$ cat src/rtl/vfic_pkg.sv
package vfic_pkg;
  // Length of a timing reference run (ones word then two zero words)
  localparam int unsigned TRS_RUN = 3;

  typedef struct packed {
    logic ld;       // this clock loads a real sample
    logic fmt_uns;  // unsigned input format
  } vfic_ctl_t;
endpackage

$ cat src/rtl/vfic_in_reg.sv
module vfic_in_reg
  import vfic_pkg::*;
#(
  parameter int unsigned DATA_W = 12
) (
  input  logic              clk,
  input  logic              rst,
  input  logic [DATA_W-1:0] din,
  input  logic              fmt_uns,
  input  logic              interp,
  input  logic              phase,
  output logic [DATA_W-1:0] word_q,
  output vfic_ctl_t         ctl_q
);
  always_ff @(posedge clk) begin
    if (rst) begin
      word_q <= '0;
      ctl_q  <= '0;
    end else begin
      word_q       <= din;
      ctl_q.ld     <= !interp || phase;
      ctl_q.fmt_uns <= fmt_uns;
    end
  end
endmodule

$ cat src/rtl/vfic_trs_window.sv
module vfic_trs_window
  import vfic_pkg::*;
#(
  parameter int unsigned DATA_W = 12,
  parameter int unsigned CODE_W = 10
) (
  input  logic              clk,
  input  logic              rst,
  input  logic              ld,
  input  logic [DATA_W-1:0] word_in,
  output logic [DATA_W-1:0] leave_word,
  output logic              leave_flag
);
  localparam int unsigned DEPTH = TRS_RUN;
  localparam int unsigned CODE_LSB = DATA_W - CODE_W;
  localparam int unsigned NZ = DEPTH - 1;

  logic [DATA_W-1:0] stage_w [DEPTH];
  logic [DEPTH-1:0]  stage_f;
  logic [NZ-1:0]     zero_hit;
  logic              ones_hit;
  logic              run_det;

  // Zero-word checks: incoming word plus the younger window stages
  for (genvar i = 0; i < NZ; i++) begin : g_zero
    if (i == 0) begin : g_in
      assign zero_hit[i] = (word_in[DATA_W-1:CODE_LSB] == '0);
    end else begin : g_st
      assign zero_hit[i] = (stage_w[i-1][DATA_W-1:CODE_LSB] == '0);
    end
  end

  assign ones_hit = (stage_w[DEPTH-2][DATA_W-1:CODE_LSB] == '1);
  assign run_det  = ones_hit && (&zero_hit);

  for (genvar i = 0; i < DEPTH; i++) begin : g_stage
    always_ff @(posedge clk) begin
      if (rst) begin
        stage_w[i] <= '0;
      end else if (ld) begin
        if (i == 0) stage_w[i] <= word_in;
        else        stage_w[i] <= stage_w[(i == 0) ? 0 : i-1];
      end
    end
  end

  always_ff @(posedge clk) begin
    if (rst) begin
      stage_f <= '0;
    end else if (ld) begin
      if (run_det) stage_f <= '1;
      else         stage_f <= {stage_f[DEPTH-2:0], 1'b0};
    end
  end

  assign leave_word = stage_w[DEPTH-1];
  assign leave_flag = stage_f[DEPTH-1];


  trs_run_whole_chk: assert property (@(posedge clk) disable iff (rst)
    stage_f[0] |-> (&stage_f));
endmodule

$ cat src/rtl/vfic_out_stage.sv
module vfic_out_stage #(
  parameter int unsigned DATA_W = 12
) (
  input  logic              clk,
  input  logic              rst,
  input  logic              ld,
  input  logic              fmt_uns,
  input  logic [DATA_W-1:0] leave_word,
  input  logic              leave_flag,
  output logic [DATA_W-1:0] dout
);
  logic [DATA_W-1:0] conv_word;
  logic [DATA_W-1:0] held_q;

  // Unsigned to signed: flip the MSB (subtract half scale)
  assign conv_word = {leave_word[DATA_W-1] ^ fmt_uns, leave_word[DATA_W-2:0]};

  always_ff @(posedge clk) begin
    if (rst) begin
      dout   <= '0;
      held_q <= '0;
    end else if (ld) begin
      if (leave_flag) begin
        dout <= held_q;
      end else begin
        dout   <= conv_word;
        held_q <= conv_word;
      end
    end else begin
      dout <= '0;
    end
  end


  masked_uses_held_chk: assert property (@(posedge clk) disable iff (rst)
    (ld && leave_flag) |=> (dout == $past(held_q)));


  held_keeps_chk: assert property (@(posedge clk) disable iff (rst)
    !(ld && !leave_flag) |=> $stable(held_q));
endmodule

$ cat src/rtl/vid_in_cond.sv
module vid_in_cond
  import vfic_pkg::*;
#(
  parameter int unsigned DATA_W = 12,
  parameter int unsigned CODE_W = 10
) (
  input  logic              clk,
  input  logic              rst,
  input  logic [DATA_W-1:0] din,
  input  logic              fmt_uns,
  input  logic              interp,
  input  logic              phase,
  output logic [DATA_W-1:0] dout
);
  logic [DATA_W-1:0] word_q;
  vfic_ctl_t         ctl_q;
  logic [DATA_W-1:0] leave_word;
  logic              leave_flag;

  vfic_in_reg #(.DATA_W(DATA_W)) in_reg_i (
    .clk(clk), .rst(rst), .din(din), .fmt_uns(fmt_uns),
    .interp(interp), .phase(phase), .word_q(word_q), .ctl_q(ctl_q)
  );

  vfic_trs_window #(.DATA_W(DATA_W), .CODE_W(CODE_W)) window_i (
    .clk(clk), .rst(rst), .ld(ctl_q.ld), .word_in(word_q),
    .leave_word(leave_word), .leave_flag(leave_flag)
  );

  vfic_out_stage #(.DATA_W(DATA_W)) out_i (
    .clk(clk), .rst(rst), .ld(ctl_q.ld), .fmt_uns(ctl_q.fmt_uns),
    .leave_word(leave_word), .leave_flag(leave_flag), .dout(dout)
  );


  reset_clear_chk: assert property (@(posedge clk)
    rst |=> (dout == '0));


  zero_slot_chk: assert property (@(posedge clk) disable iff (rst)
    (interp && !phase) |=> ##1 (dout == '0));
endmodule

$ cat config.mk
export PLATFORM = sky130hd
export DESIGN_NAME = vid_in_cond
export DESIGN_NICKNAME = d
export VERILOG_FILES = /design/src/rtl/vfic_pkg.sv /design/src/rtl/vfic_in_reg.sv /design/src/rtl/vfic_trs_window.sv /design/src/rtl/vfic_out_stage.sv /design/src/rtl/vid_in_cond.sv
export SDC_FILE = /design/constraint.sdc
export NUM_CORES = 1
export LEC_CHECK = 0
export BUFFER_PORTS_ARGS = -buffer_cell sky130_fd_sc_hd__buf_2
export CAP_MARGIN = 5
export CORE_MARGIN = 2
export CORE_UTILIZATION = 35
export DETAILED_ROUTE_END_ITERATION = 8
export PLACE_DENSITY = 0.54
export SETUP_SLACK_MARGIN = 0.4
export SLEW_MARGIN = 40
export SYNTH_ARGS = -nofsm -noshare
export SYNTH_HDL_FRONTEND = slang
export SYNTH_SLANG_ARGS = --single-unit
$ cat constraint.sdc
create_clock -name clk -period 2.2 [get_ports clk]
set_input_delay 0.22 -clock clk [delete_from_list [all_inputs] [get_ports clk]]
set_output_delay 0.22 -clock clk [all_outputs]
set_load 0.02 [all_outputs]
==> out/metrics.cfg, run 1 <==
[cts]
clkSinkCount=77
post_cts_buffers=0
htreeDepth=3
cts_buffer_depth=2
holdBufCountCts=0
cts_resized=0
numCtsBuffers=9
cts_tree=yes
cts.clk_slew.worst_paths_ns=0.07
clk_latency_ns=0.35
root_buffer=clkbuf_8

[global_routing]
antenna_found_initial=0
grt_pass1_vias=1290
grt_usage_pct=10.12
grt_overflow=0
grt_max_degree=26
grt_pass1_wl_mm=6.320

[drt]
drt_wl_total_mm=3.888
first_iter_violations=56
avgRoutedWirePerCell_microns=11.57
num_vias=1406
route.detailed.drc=0
ant_nets=0
vias_per_cell=4.185
firstDrtPassIters=4

[synthesis]
syn_inst=194
synth_edf_count=36
synth_area_leaders=edfxtp_1 (40%), dfxtp_1 (30%), and2_1 (8.1%)
synthArstFlopShare_pct=0
ys.flop_type=dfxtp_1
synth_seq_cells=77
synth_top_area_share_pct=40.07
synth.yosys.seq_area_share_pct=70.50
synth_nets=211
syn-cell-area_sq_mm=0.002698
syn_avg_cell_area_sq_um=13.91
yosys_warnings=0
synthDistinctLibCells=31
synth_top_cell_by_area=edfxtp_1

[place]
gp_congestion=0.6839
place_hpwl_mm=2.571
port_buffers=28

[run]
maxCapViolCount=0

[timing]
finalSetupViolCount=0
clock_skew_ns=0.008027
hold_slack_ns=0.05198
fin_crit_sh_pct=62.44
max_freq_mhz=727.9
rsz0062_at_grt=no
tightest_slew_ns=0.7227
layout_min_cycle_time_ns=1.374
fin_setup_tns_ns=0
max-slew-margin-rel_pct=51.75
drv_slew=0
hold_viol_final=0

[floorplan]
num_rows=32
coreArea_sq_mm=0.007607
die_w_microns=91.79
start_util_pct=35.46
die_area_sq_mm=0.008425
die_h_microns=91.79
io_pins=29

[layout]
final_cell_mix=dfxtp_1 (41), edfxtp_1 (36), and2_1 (35)
final_common_cell=dfxtp_1
area_growth_pct=16.51
antenna_cells=0
drive_gt1_share_pct=23.93
nets=246

[worst_setup_path]
cp_max_fo=14
cp_top_family=flip-flops
path_cells=mux2i_1 -> nor2_1 -> a21o_1
crit_type=reg2reg
slowest_delay_ns=0.79
start_kind=flop
crit_buf_inv=0
crit_arrival_ns=1.61
critPathSlowestCell=dfxtp_1
cp.required_ns=2.44
end_kind=flop

[power_and_ir_drop]
leakage_nw=1.334
pwr_density_cell_mw_per_mm2=871.6
ir_drop_uv=356.1

[min_path]
hold_path.class=in2reg

[run_status]
status=finished, final reports clean

## metal layers
metal  vias to the layer above  global-route usage [%]  part of all wire (%)
li1                        735                       -                     -
met1                       628                   12.18                    49
met2                        37                   15.20                    44
met3                         6                   4.437                   5.3
met4                         0                   5.597                   1.7
met5                         -                       0                     0
## cell usage after synthesis (all sizes together) (2+ instances only)
cell    number
dfxtp       41
and2        36
edfxtp      36
nor2        14
nor2b       14
a21o        12
mux2i       11
buf          5
clkbuf       4
nor4         3
a21oi        2
a221o        2
inv          2
nand4        2
nor3         2
## sequential cells by signal (all words and copies together), names as in the netlist
signal and flops:
window_i.stage_w 36, in_reg_i.word_q 12, out_i.held_q 12, out_i.dout 12, in_reg_i.ctl_q 2, window_i.stage_f 3
## power by group
group / switching [mW] / internal [mW]
combinational: 0.0697 / 0.0560
clock: 0.477 / 0.537
sequential: 0.0291 / 1.57
total: 0.576 / 2.16
## final cells by class
cell class                 count  area (sq um)
multi-input combinational    106         732.0
sequential                    77          1902
clock inverter                 3         16.27
fill                         747          4464
inverter                       2         7.507
clock buffer                  13         180.2
timing repair buffer          33         177.7
tap                          102         127.6
## kinds of logic (layout without fill, tap and decap cells)
group / count (synthesis) / in the layout / share of synthesized area (%)
flops: 77 / 77 / 70.50
mux: 11 / 11 / 4.082
simple gates: 77 / 77 / 18.04
buf+inv: 11 / 51 / 2.365
compound gates: 17 / 17 / 4.685
xor+xnor: 1 / 1 / 0.3247
## final timing paths
check             slack, ns  cells past startpoint                 to           startpoint
setup / recovery       0.83                      3    out_i.held_q[8]  window_i.stage_f[2]
hold / removal         0.05                      2  in_reg_i.ctl_q[1]               interp
setup reg to reg       0.83                      3    out_i.held_q[8]  window_i.stage_f[2]
hold reg to reg        0.46                      1    out_i.held_q[5]      out_i.held_q[5]
## stage by stage
step                      std cells  area, sq um  power [mW]  worst slack, ns  utilization [%]
after detailed placement        320         2947       1.762           0.8200            38.73
after CTS                       336         3143       2.784           0.8130            41.32
after floorplan                 194         2698       1.710           0.4408                -
after global routing            336         3143       2.863           0.7176            41.32
after global placement          320         2947       1.758           0.8172            38.73
final                           336         3143       2.739           0.8262            41.32
No activity file was read; power rests on OpenSTA's default activity.
==> run 2: changes to the inputs <==
- clock period: 2.2 -> 1.27 ns (I/O delays scaled with it)
==> out/metrics.cfg, run 2 (synthesis gave the netlist of run 1 again) <==
[worst_setup_path]
slowest_delay_ns=0.40  ; -0.39 ns
cp.required_ns=1.56  ; -0.88 ns
critPathSlowestCell=edfxtp_1
crit_arrival_ns=1.55  ; -0.06 ns
cp_max_fo=3  ; -11
path_cells=nor4_2 -> nand4_1 -> nor3_4 -> a221o_1
end_kind=flop
r2r.worst_path.cells=4  ; +1
start_kind=flop
crit_type=reg2reg

[min_path]
whs_path_depth=3  ; +1
hold_path.class=in2reg

[global_routing]
grt_max_degree=24  ; -7.7%
antenna_found_initial=0  ; unchanged
grt_pass1_vias=1557  ; +21%
grt_overflow=0  ; unchanged
grt_usage_pct=12.71  ; +2.6 points
grt_pass1_wl_mm=7.935  ; +26%

[drt]
route.detailed.drc=0  ; unchanged
avgRoutedWirePerCell_microns=12.85  ; +11%
num_vias=1615  ; +15%
vias_per_cell=4.318  ; +3.2%
firstDrtPassIters=5  ; +1
ant_nets=0  ; unchanged
first_iter_violations=49  ; -13%
drt_wl_total_mm=4.806  ; +24%

[timing]
drv_slew=0  ; unchanged
fin_setup_tns_ns=0  ; unchanged
hold_viol_final=0  ; unchanged
fin_crit_sh_pct=99.68  ; +37 points
hold_slack_ns=0.01329  ; -0.03870 ns
layout_min_cycle_time_ns=1.266  ; -0.1079 ns
max-slew-margin-rel_pct=85.71  ; +34 points
rsz0062_at_grt=yes
tightest_slew_ns=0.2102  ; -0.5124 ns
max_freq_mhz=789.9  ; +8.5%
finalSetupViolCount=0  ; unchanged
setup_slack_ns=0.004090  ; -0.8221 ns
clock_skew_ns=0.01363  ; +0.005603 ns

[power_and_ir_drop]
sw_frac_of_total_pct=22.69  ; +1.7 points
leakage_nw=1.661  ; +24%
pwr_density_cell_mw_per_mm2=1289  ; +48%
p_comb_share_pct=8.4  ; +3.8 points
p_sw_mw=1.153  ; +100%
p_int_mw=3.926  ; +82%
ir_drop_uv=572.5  ; +61%
p_seq_share_pct=54.9  ; -3.5 points
clkPwrFrac_pct=36.7  ; -0.3 points
p_total_mw=5.079  ; +85%

[layout]
final_cell_mix=edfxtp_1 (36), and2_4 (34), buf_6 (27), dfxtp_1 (27), buf_2 (16)
largest_register_ffs=36  ; unchanged
regArea_sq_mm=0.001924  ; +1.2%
fill_cells=647  ; -13%
drive_gt1_share_pct=55.15  ; +31 points
final_cells=374  ; +11%
regMostFlops=window_i.stage_w
multi_input_area_sq_um=982.2  ; +34%
final_common_cell=edfxtp_1
area_growth_pct=46.06
antenna_cells=0  ; unchanged
fin_util_pct=51.79  ; +10 points
nets=284  ; +15%
fin_area_sq_mm=0.003940  ; +25%

[place]
place_area_sq_mm=0.002988  ; +1.4%
port_buffers=28  ; unchanged
dp.cells=322  ; +0.63%
place_hpwl_mm=2.663  ; +3.6%
gp_congestion=0.7110  ; +4.0%
dp_slack_ns=0.004013  ; -0.8160 ns

[cts]
cts_buffer_depth=2  ; unchanged
root_buffer=clkbuf_8
cts_tree=yes
clkSinkCount=77  ; unchanged
clk_latency_ns=0.35  ; about the same
numCtsBuffers=9  ; unchanged
htreeDepth=3  ; unchanged
cts.clk_slew.worst_paths_ns=0.08  ; about the same

[run]
maxCapViolCount=0  ; unchanged

[floorplan]
start_util_pct=35.46  ; unchanged
die_area_sq_mm=0.008425  ; unchanged
io_pins=29  ; unchanged
num_rows=32  ; unchanged
die_h_microns=91.79  ; unchanged
die_w_microns=91.79  ; unchanged
coreArea_sq_mm=0.007607  ; unchanged

[run_status]
status=finished, final reports clean

## run 2: cell count changes in the layout (fill, tap and decap cells not counted), sizes merged
cell and delta:
dlygate4sd3 +13, clkinv +3, nand2b +1, inv -2, clkinvlp +1, bufinv +1
buf +24, clkbuf -3
## run 2: worst paths after layout
path,from,endpoint,slack [ns]
setup / recovery,window_i.stage_w[0][5],window_i.stage_f[1],0.004
hold / removal,phase,in_reg_i.ctl_q[1],0.01
setup reg to reg,window_i.stage_w[0][5],window_i.stage_f[1],0.004
hold reg to reg,out_i.held_q[2],out_i.held_q[2],0.46
## run 2: worst max-delay path: cells and delay by family (launching register included)
| family | cells | cell delay (ns) |
|---|---|---|
| compound gates | 1 | 0.14 |
| flops | 1 | 0.40 |
| simple gates | 3 | 0.67 |
## run 2: cell type report
type	instances	area share, %
multi-input combinational	107	24.93
clock inverter	6	1.588
tap	102	3.239
timing repair buffer	70	17.62
sequential	77	48.84
clock buffer	10	3.493
inverter	2	0.2858
## run 2: power groups by stage
| stage | registers (mW) | logic (mW) | clock network (mW) |
|---|---|---|---|
| floorplan | 2.83 | 0.150 | 0 |
| global placement | 2.83 | 0.236 | 0 |
| detailed placement | 2.83 | 0.238 | 0 |
| CTS | 2.78 | 0.397 | 1.90 |
| global route | 2.80 | 0.465 | 2.01 |
| finish | 2.79 | 0.428 | 1.86 |
## run 2: repair_timing
| item | 4_1_cts | 5_1_grt |
|---|---|---|
| setup buffers | 12 | 7 |
| hold endpoints to repair | 13 | 0 |
| gates cloned | 4 | 0 |
| pin swaps | 28 | 19 |
| gates resized for setup | 99 | 31 |
| endpoints found under the setup margin | 111 | 111 |
| hold buffers | 13 | 0 |
## run 2: per-layer routing
metal | global-route usage (%) | share of wire (%) | vias up
met3 | 2.712 | 3.6 | 8
li1 | - | - | 821
met5 | 0 | 0 | -
met4 | 8.209 | 1.9 | 0
met2 | 20.34 | 51 | 38
met1 | 15.55 | 44 | 748
==> run 3: changes to the inputs <==
- PLACE_DENSITY: 0.54 -> unset
==> out/metrics.cfg, run 3 (synthesis gave the netlist of run 1 again) <==
[worst_setup_path]
crit_buf_inv=3  ; +3
start_kind=flop
crit_top_cell=buf_6
slowest_delay_ns=0.37  ; -0.03 ns
critPathSlowestCell=dfxtp_4
cp.required_ns=1.37  ; -0.19 ns
cp_top_family=flip-flops
path_cells=nor2b_4 -> buf_6 -> buf_6 -> buf_6 -> and2_1
end_kind=flop
rrSetupSlack_ns=0.009  ; about the same
crit_type=reg2reg
cp_max_fo=5  ; +2
crit_arrival_ns=1.36  ; -0.19 ns

[place]
gp_congestion=0.6757  ; -5.0%
port_buffers=28  ; unchanged
place_area_sq_mm=0.002975  ; -0.42%
place_hpwl_mm=2.673  ; +0.38%

[layout]
fin_util_pct=52.45  ; +0.66 points
drive_gt1_share_pct=56.20  ; +1.1 points
final_cell_mix=edfxtp_1 (36), buf_6 (35), and2_4 (33)
fill_cells=634  ; -2.0%
largest_register_ffs=36  ; unchanged
regMostFlops=window_i.stage_w
antenna_cells=0  ; unchanged
fin_area_sq_mm=0.003990  ; +1.3%
nets=286  ; +0.70%
final_common_cell=edfxtp_1
area_growth_pct=47.91

[power_and_ir_drop]
leakage_nw=1.660  ; about the same
pwr_density_cell_mw_per_mm2=1285  ; -0.30%
ir_drop_uv=802.3  ; +40%

[drt]
avgRoutedWirePerCell_microns=13.36  ; +4.0%
firstDrtPassIters=3  ; -2
num_vias=1663  ; +3.0%
route.detailed.drc=0  ; unchanged
first_iter_violations=55  ; +12%
drt_wl_total_mm=5.024  ; +4.5%
ant_nets=0  ; unchanged
vias_per_cell=4.423  ; +2.4%

[timing]
finalSetupViolCount=0  ; unchanged
hold_viol_final=0  ; unchanged
layout_min_cycle_time_ns=1.261  ; -0.004541 ns
tightest_slew_ns=0.2344  ; +0.02413 ns
max_freq_mhz=792.8  ; +0.36%
rsz0062_at_grt=yes
fin_crit_sh_pct=99.32  ; -0.36 points
clock_skew_ns=0.01331  ; -0.0003187 ns
drv_slew=0  ; unchanged
max-slew-margin-rel_pct=84.29  ; -1.4 points

[global_routing]
grt_overflow=0  ; unchanged
grt_pass1_wl_mm=7.900  ; -0.44%
grt_pass1_vias=1591  ; +2.2%
antenna_found_initial=0  ; unchanged
grt_max_degree=14  ; -42%
grt_usage_pct=12.56  ; -0.15 points

[floorplan]
num_rows=32  ; unchanged
coreArea_sq_mm=0.007607  ; unchanged
io_pins=29  ; unchanged
start_util_pct=35.46  ; unchanged
die_h_microns=91.79  ; unchanged
die_area_sq_mm=0.008425  ; unchanged
die_w_microns=91.79  ; unchanged

[cts]
root_buffer=clkbuf_8
clkSinkCount=77  ; unchanged
cts.clk_slew.worst_paths_ns=0.08  ; about the same
htreeDepth=3  ; unchanged
cts_buffer_depth=2  ; unchanged
cts_tree=yes
clk_latency_ns=0.34  ; about the same
numCtsBuffers=9  ; unchanged

[run_status]
status=finished, final reports clean

[run]
maxCapViolCount=0  ; unchanged

[min_path]
hold_path.class=in2reg

run 3: cell type report:
| type | count | area (sq um) | share of cell area, % |
|---|---|---|---|
| inverters | 2 | 11.26 | 0.2822 |
| clock buffers | 13 | 191.4 | 4.798 |
| multi-input cells | 107 | 993.5 | 24.90 |
| repair buffers | 72 | 719.4 | 18.03 |
| flip-flops and latches | 77 | 1924 | 48.23 |
| clock inverters | 3 | 22.52 | 0.5644 |
| well taps | 102 | 127.6 | 3.198 |
run 3: timing repair:
action | 4_1_cts | 5_1_grt
hold buffers | 12 | 0
cloned | 7 | 1
resized for setup | 71 | 74
pin swaps | 20 | 17
endpoints found under the setup margin | 111 | 110
endpoints found under the hold margin | 11 | 0
buffers inserted | 10 | 8
run 3: power by group:
group / internal [mW] / switching [mW] / leakage (nW)
sequential: 2.72 / 0.0725 / 0.739
clock: 1.01 / 0.878 / 0.106
combinational: 0.264 / 0.187 / 0.815
run 3: path summary, 6_finish.rpt:
path / startpoint / cells after the start / end
max: in_reg_i.ctl_q[1] / 5 / window_i.stage_w[1][4]
max reg2reg: in_reg_i.ctl_q[1] / 5 / window_i.stage_w[1][4]
min: din[6] / 2 / in_reg_i.word_q[6]
min reg2reg: out_i.held_q[9] / 1 / out_i.held_q[9]
run 3: worst register-to-register path: stages (launching register included):
cell and delay, ns:
dfxtp_4 0.37, nor2b_4 0.15, buf_6 0.12, buf_6 0.10
buf_6 0.12, and2_1 0.16
run 3: through the flow:
stage	worst slack, ns	cells	hold slack, ns	total power, mW	TNS [ns]
final	0.008631	376	0.006047	5.128	0
after global routing	-0.07346	376	-0.001679	5.336	-0.1867
after CTS	0.03650	367	0.0003983	5.077	0
after detailed placement	0.05749	322	0.3045	3.062	0
after global placement	0.06491	322	0.3065	3.054	0
after floorplan	-0.2308	194	0.1986	2.975	-8.308
run 3: metal layers:
metal | vias up | GRT usage (%) | share of wire (%)
met5 | - | 0 | 0
met4 | 0 | 4.602 | 0.84
met3 | 2 | 5.423 | 3.7
met2 | 37 | 19.98 | 52
met1 | 792 | 15.20 | 43
li1 | 832 | - | -
